==> src/rtl/div_pkg.sv <==
package div_pkg;
  typedef enum logic [1:0] {
    ST_IDLE = 2'd0,
    ST_STEP = 2'd1,
    ST_FIX  = 2'd2
  } div_state_e;
endpackage

==> src/rtl/div_sign_prep.sv <==
module div_sign_prep #(
  parameter int DATA_W = 32
) (
  input  logic              signed_mode,
  input  logic [DATA_W-1:0] dividend,
  input  logic [DATA_W-1:0] divisor,
  output logic [DATA_W-1:0] mag_dvd,
  output logic [DATA_W-1:0] mag_dvs,
  output logic              neg_quot,
  output logic              neg_rem
);
  localparam int MSB = DATA_W - 1;
  localparam logic [DATA_W-1:0] ONE = {{(DATA_W-1){1'b0}}, 1'b1};

  // Magnitude of a value; only negated when signed and the sign bit is set.
  function automatic logic [DATA_W-1:0] magnitude(input logic [DATA_W-1:0] v,
                                                   input logic sg);
    return (sg && v[MSB]) ? (~v + ONE) : v;
  endfunction

  assign mag_dvd  = magnitude(dividend, signed_mode);
  assign mag_dvs  = magnitude(divisor, signed_mode);
  // Quotient sign follows disagreement of operand signs.
  assign neg_quot = signed_mode & (dividend[MSB] ^ divisor[MSB]);
  // Remainder sign follows the dividend.
  assign neg_rem  = signed_mode & dividend[MSB];
endmodule

==> src/rtl/div_ctrl.sv <==
module div_ctrl #(
  parameter int DATA_W = 32
) (
  input  logic clk,
  input  logic rst_n,
  input  logic start,
  output logic load_fire,
  output logic step_fire,
  output logic fin_fire,
  output logic busy
);
  import div_pkg::*;

  localparam int STEPS = DATA_W + 1;
  localparam int CNT_W = $clog2(STEPS + 1);
  localparam logic [CNT_W-1:0] LAST = CNT_W'(STEPS - 1);

  div_state_e       state_q;
  logic [CNT_W-1:0] cnt_q;

  always_ff @(posedge clk) begin
    if (!rst_n) begin
      state_q <= ST_IDLE;
      cnt_q   <= '0;
    end else begin
      unique case (state_q)
        ST_IDLE: begin
          if (start) begin
            state_q <= ST_STEP;
            cnt_q   <= '0;
          end
        end
        ST_STEP: begin
          if (cnt_q == LAST) state_q <= ST_FIX;
          else               cnt_q   <= cnt_q + 1'b1;
        end
        ST_FIX:  state_q <= ST_IDLE;
        default: state_q <= ST_IDLE;
      endcase
    end
  end

  assign load_fire = (state_q == ST_IDLE) && start;
  assign step_fire = (state_q == ST_STEP);
  assign fin_fire  = (state_q == ST_FIX);
  assign busy      = (state_q != ST_IDLE);
endmodule

==> src/rtl/div_datapath.sv <==
module div_datapath #(
  parameter int DATA_W = 32
) (
  input  logic              clk,
  input  logic              rst_n,
  input  logic              load_fire,
  input  logic              step_fire,
  input  logic [DATA_W-1:0] mag_dvd,
  input  logic [DATA_W-1:0] mag_dvs,
  output logic              step_bit,
  output logic [DATA_W-1:0] quo_raw,
  output logic [DATA_W-1:0] rem_raw
);
  localparam int DW2 = 2 * DATA_W;

  logic [DW2-1:0]    rem_q;
  logic [DW2-1:0]    dvs_q;
  logic [DATA_W-1:0] quo_q;
  logic [DW2:0]      trial;

  // Trial subtraction one bit wider than the registers; the top bit is the borrow.
  function automatic logic [DW2:0] try_sub(input logic [DW2-1:0] r,
                                           input logic [DW2-1:0] d);
    return {1'b0, r} - {1'b0, d};
  endfunction

  assign trial    = try_sub(rem_q, dvs_q);
  assign step_bit = ~trial[DW2];

  always_ff @(posedge clk) begin
    if (!rst_n) begin
      rem_q <= '0;
      dvs_q <= '0;
      quo_q <= '0;
    end else if (load_fire) begin
      rem_q <= {{DATA_W{1'b0}}, mag_dvd};
      dvs_q <= {mag_dvs, {DATA_W{1'b0}}};
      quo_q <= '0;
    end else if (step_fire) begin
      if (step_bit) rem_q <= trial[DW2-1:0];
      quo_q <= {quo_q[DATA_W-2:0], step_bit};
      dvs_q <= dvs_q >> 1;
    end
  end

  assign quo_raw = quo_q;
  assign rem_raw = rem_q[DATA_W-1:0];
endmodule

==> src/rtl/restoring_divider.sv <==
module restoring_divider #(
  parameter int DATA_W = 32
) (
  input  logic              clk,
  input  logic              rst_n,
  input  logic              start,
  input  logic              signed_mode,
  input  logic [DATA_W-1:0] dividend,
  input  logic [DATA_W-1:0] divisor,
  output logic              busy,
  output logic              done,
  output logic              div_by_zero,
  output logic [DATA_W-1:0] quotient,
  output logic [DATA_W-1:0] remainder
);
  localparam logic [DATA_W-1:0] ONE = {{(DATA_W-1){1'b0}}, 1'b1};

  logic              load_fire, step_fire, fin_fire, step_bit;
  logic [DATA_W-1:0] mag_dvd, mag_dvs, quo_raw, rem_raw;
  logic              neg_quot, neg_rem;
  logic              neg_quot_q, neg_rem_q, dbz_q;
  logic [DATA_W-1:0] dvd_q;
  logic              done_q, dbz_out_q;
  logic [DATA_W-1:0] quot_q, rem_q;

  function automatic logic [DATA_W-1:0] cond_negate(input logic [DATA_W-1:0] v,
                                                     input logic neg);
    return neg ? (~v + ONE) : v;
  endfunction

  div_sign_prep #(.DATA_W(DATA_W)) prep_i (
    .signed_mode(signed_mode),
    .dividend   (dividend),
    .divisor    (divisor),
    .mag_dvd    (mag_dvd),
    .mag_dvs    (mag_dvs),
    .neg_quot   (neg_quot),
    .neg_rem    (neg_rem)
  );

  div_ctrl #(.DATA_W(DATA_W)) ctrl_i (
    .clk      (clk),
    .rst_n    (rst_n),
    .start    (start),
    .load_fire(load_fire),
    .step_fire(step_fire),
    .fin_fire (fin_fire),
    .busy     (busy)
  );

  div_datapath #(.DATA_W(DATA_W)) dp_i (
    .clk      (clk),
    .rst_n    (rst_n),
    .load_fire(load_fire),
    .step_fire(step_fire),
    .mag_dvd  (mag_dvd),
    .mag_dvs  (mag_dvs),
    .step_bit (step_bit),
    .quo_raw  (quo_raw),
    .rem_raw  (rem_raw)
  );

  // Sign decisions and the original dividend are captured at acceptance.
  always_ff @(posedge clk) begin
    if (!rst_n) begin
      neg_quot_q <= 1'b0;
      neg_rem_q  <= 1'b0;
      dbz_q      <= 1'b0;
      dvd_q      <= '0;
    end else if (load_fire) begin
      neg_quot_q <= neg_quot;
      neg_rem_q  <= neg_rem;
      dbz_q      <= (divisor == '0);
      dvd_q      <= dividend;
    end
  end

  // Fix-up stage: result registers written once per division.
  always_ff @(posedge clk) begin
    if (!rst_n) begin
      done_q    <= 1'b0;
      dbz_out_q <= 1'b0;
      quot_q    <= '0;
      rem_q     <= '0;
    end else begin
      done_q <= fin_fire;
      if (fin_fire) begin
        dbz_out_q <= dbz_q;
        if (dbz_q) begin
          quot_q <= '1;
          rem_q  <= dvd_q;
        end else begin
          quot_q <= cond_negate(quo_raw, neg_quot_q);
          rem_q  <= cond_negate(rem_raw, neg_rem_q);
        end
      end
    end
  end

  assign done        = done_q;
  assign div_by_zero = dbz_out_q;
  assign quotient    = quot_q;
  assign remainder   = rem_q;
endmodule

==> config.mk <==
export PLATFORM = sky130hd
export DESIGN_NAME = restoring_divider
export DESIGN_NICKNAME = d
export VERILOG_FILES = /design/src/rtl/div_pkg.sv /design/src/rtl/div_sign_prep.sv /design/src/rtl/div_ctrl.sv /design/src/rtl/div_datapath.sv /design/src/rtl/restoring_divider.sv
export SDC_FILE = /design/constraint.sdc
export NUM_CORES = 1
export LEC_CHECK = 0
export BUFFER_PORTS_ARGS = -buffer_cell sky130_fd_sc_hd__buf_2
export CORE_MARGIN = 1
export CORE_UTILIZATION = 45
export CTS_BUF_LIST = sky130_fd_sc_hd__clkbuf_8
export DETAILED_ROUTE_END_ITERATION = 7
export HOLD_SLACK_MARGIN = 0.03
export PLACE_DENSITY_LB_ADDON = 0.08
export SYNTH_ARGS = -nofsm -noshare
export SYNTH_HDL_FRONTEND = slang
export SYNTH_SLANG_ARGS = --single-unit
==> constraint.sdc <==
create_clock -name clk -period 3.6 [get_ports clk]
set_input_delay 0.36 -clock clk [delete_from_list [all_inputs] [get_ports clk]]
set_output_delay 0.36 -clock clk [all_outputs]
set_load 0.1 [all_outputs]
==> summary.txt <==
Run status
  • Status: complete, but fails checks
  • Failing checks: DRC

Die
  • Core footprint: 35740 µm²
  • IO Count: between 100 and 150
  • Initial core utilization: 46.06%
  • Die ar.: approximately 37000 µm²
  • # rows: between 60 and 70
  • Die extent in x: a little under 200 µm
  • Die height: 193.3 µm

STA
  • Skew final: between 30 and 40 ps
  • Slew headroom: approximately 29%
  • Final Cycle Share: between 90% and 100%
  • Post-layout min period: 3483 ps
  • Final Hold Vio Count: 0
  • Slew Limit Fails: 0
  • RSZ-0062 raised after global routing: yes
  • Tightest Pin Transition: about 1100 ps
  • Total Negative Setup Slacks: 0 ps
  • Max Fclk: 287.1 MHz
  • Final setup viols: 0
  • Setup WS post-layout: 116.7 ps

Cells and area
  • Post-Layout Cell Count: 2921
  • Layout net count: roughly 2600
  • Area Overhead vs Synth: 17.16%
  • Core Util, Final: 53.96%
  • Fillers: 3534
  • Layout cells sized above 1: between 10% and 20%
  • Multi-input gate area: 10260 µm²
  • Diode count: 0
  • Register area: 5388 µm²

Clock tree
  • CTS sink cnt: 269
  • Clock slew at reported path FFs: ~60 ps
  • Root buf cell: clkbuf_8
  • Num CTS Buffers: between 40 and 50
  • H-Tree Depth: 2
  • Max clock buf depth: 3
  • CTS tree: yes
  • Clock Latency Late Sink: 640 ps

Global route
  • Largest net degree at the start of global routing: 73
  • Initial antenna violation count: 0
  • First-pass GRT wire length: 80270 µm
  • Total congestion overflow: 0
  • Vias in the first global route: approximately 15000
  • Tot GR Track Use: 26.02%

Pwr
  • Pwr Density: 449.5 nW/µm²
  • Maximum VDD drop: 0.0002985 V
  • Leakage: 7.857 nW

Routing
  • Vias per inst: 5.603
  • DRT Pass-1 Iters: 8
  • DRT Wirelength: just under 50000 µm
  • DRT antenna net count: 0
  • Vias: 16370
  • Remaining DRCs: 12
  • Initial DRC count: 1095
  • Routed length per instance: about 17 µm

Placement
  • I/O Buffers: ~130
  • GPL Wtd Cong: ~0.90
  • Detailed placement HPWL: 35920 µm
  • Placed cells: 2804
  • DP Worst Slack: -143.1 ps

Logic synthesis
  • Post-synth EDFFs: 0
  • Ys flop type: dfxtp_1
  • Register area share after synthesis: 32.71%
  • Cell variety after synth: 72
  • Syn Nets: 2396
  • Share of the synthesized area in the top cell type: between 30% and 40%
  • #FFs+latches synth: 269
  • Asr flop ratio synth: 0%
  • Area leader, netlist: dfxtp_1
  • Synth Instances: 2257
  • Largest cells by area after synthesis: dfxtp_1, nand2_1, a21oi_1
  • Post-synth top cells: nand2_1, a21oi_1, dfxtp_1, o21ai_0, clkbuf_1
  • Synthesized area: 16460 µm²
  • Ys Warns: 0
  • Syn_area_per_cell: approximately 7.3 µm²
  • Most frequent cell after synthesis: nand2_1

Critical path
  • Crit path buffers/inverters: 1
  • CP Max Fanout: 3
  • Crit-path cells: inv_1, ha_1, fa_1, nand2b_4, a21oi_2, o2111ai_2, a211oi_4, a2111oi_4, o31a_1, o41a_1, o31a_1, or4_1, nand3_1
  • Worst EP arrival: 4040 ps
  • Worst Path Required: 4160 ps
  • Crit start category: register
  • Critical path's top delay family: compound AO/OA/AOI/OAI gates
  • Crit end category: register
  • Crit path largest cell delay: 400 ps
  • Setup Crit Path Kind: reg -> reg
  • CP max stage cell: fa_1
  • CP most frequent cell: o31a_1

Run
  • Total of max-cap violations: 0

Min path
  • Tightest Hold Check Type: in -> reg
==> placed cells by master, fill, tap and decap left out, types with 13 or more instances in the layout <==
master         count
a211oi_1          13
a21o_1            38
a21oi_1          338
a22oi_1           31
a31oi_1           29
buf_2            134
buf_4             94
clkbuf_8          59
dfxtp_1          267
dlygate4sd3_1     32
ha_1              68
inv_1            116
nand2_1          461
nand3_1           34
nand4_1           19
nor2_1            91
nor3_1            33
nor4_1            19
o21a_1            18
o21ai_0          152
o31ai_1           22
o41ai_1           16
or3_1             19
xnor2_1           63
xor2_1           109
==> routing by layer <==
layer  vias to the layer above  global-route usage (%)  wire length [µm]
met2                       446                   38.35             20710
met4                         0                   7.615              1139
met5                         -                       0                 0
met3                        87                   4.637              2830
met1                      7618                   38.37             24300
li1                       8215                       -                 -
==> kinds of logic (layout without fill, tap and decap cells) <==
kind of cell | count (synthesis) | after routing | synth area share [%]
XOR/XNOR | 172 | 172 | 9.151
AO/OA/AOI/OAI | 739 | 739 | 26.48
multiplexers | 7 | 7 | 0.4256
buffers and inverters | 245 | 448 | 5.708
flip-flops | 269 | 269 | 32.71
adder cells (fa/ha/maj) | 71 | 71 | 5.442
AND/OR/NAND/NOR | 754 | 754 | 20.08
==> sequential cells by signal (all words and copies together), names as in the netlist <==
name and flops:
ctrl_i.cnt_q 6, ctrl_i.state_q 2, neg_rem_q 1, neg_quot_q 1, dp_i.dvs_q 64, quotient 32, dbz_q 1, dp_i.quo_raw 32
remainder 32, div_by_zero 1, dvd_q 32, dp_i.rem_q 64, done 1
==> cell type report <==
cell class	instances	share of cell area (%)
well taps	461	2.991
repair buffers	262	9.004
inverters	102	1.992
multi-input cells	1743	53.19
clock buffers	59	4.210
flip-flops and latches	269	27.93
clock inverters	25	0.6812
==> report_power, final <==
part | internal (mW) | switching [mW] | leakage [nW] | total, mW
clock network | 1.49 | 1.33 | 0.552 | 2.82
logic | 1.08 | 1.59 | 5.12 | 2.67
registers | 3.09 | 0.100 | 2.18 | 3.19
total | 5.65 | 3.02 | 7.86 | 8.67
==> metrics by stage <==
stage                     power, mW  hold slack, ps  cell area [µm²]
final                         8.670           60.20            19290
after detailed placement      5.798           443.5            17930
after global routing          9.170           46.93            19290
after floorplan               4.951           435.6            16460
after CTS                     8.679           33.30            19210
after global placement        5.786           440.3            17930
==> worst reg2reg max path, delay by kind of cell (launching register included) <==
family	cells	cell delay [ps]
compound gates	7	1770
simple gates	3	650
fa+ha+maj	2	610
flops	1	320
buf+inv	1	60
==> path summary, 6_finish.rpt <==
path	startpoint	end	slack, ps	depth (start not counted)
max reg2reg	dp_i.rem_q[0]	dp_i.rem_q[62]	120	13
max	dp_i.rem_q[0]	dp_i.rem_q[62]	120	13
min reg2reg	remainder[9]	remainder[9]	450	2
min	divisor[21]	dp_i.dvs_q[53]	60	4
==> timing repair <==
item | in CTS | in global routing
pin swaps | 1 | 4
resized for setup | 3 | 16
hold buffers | 32 | 0
setup buffers | 0 | 1
endpoints found under the setup margin | 1 | 56
hold endpoints to repair | 32 | 0
No activity file was read; power rests on OpenSTA's default activity.
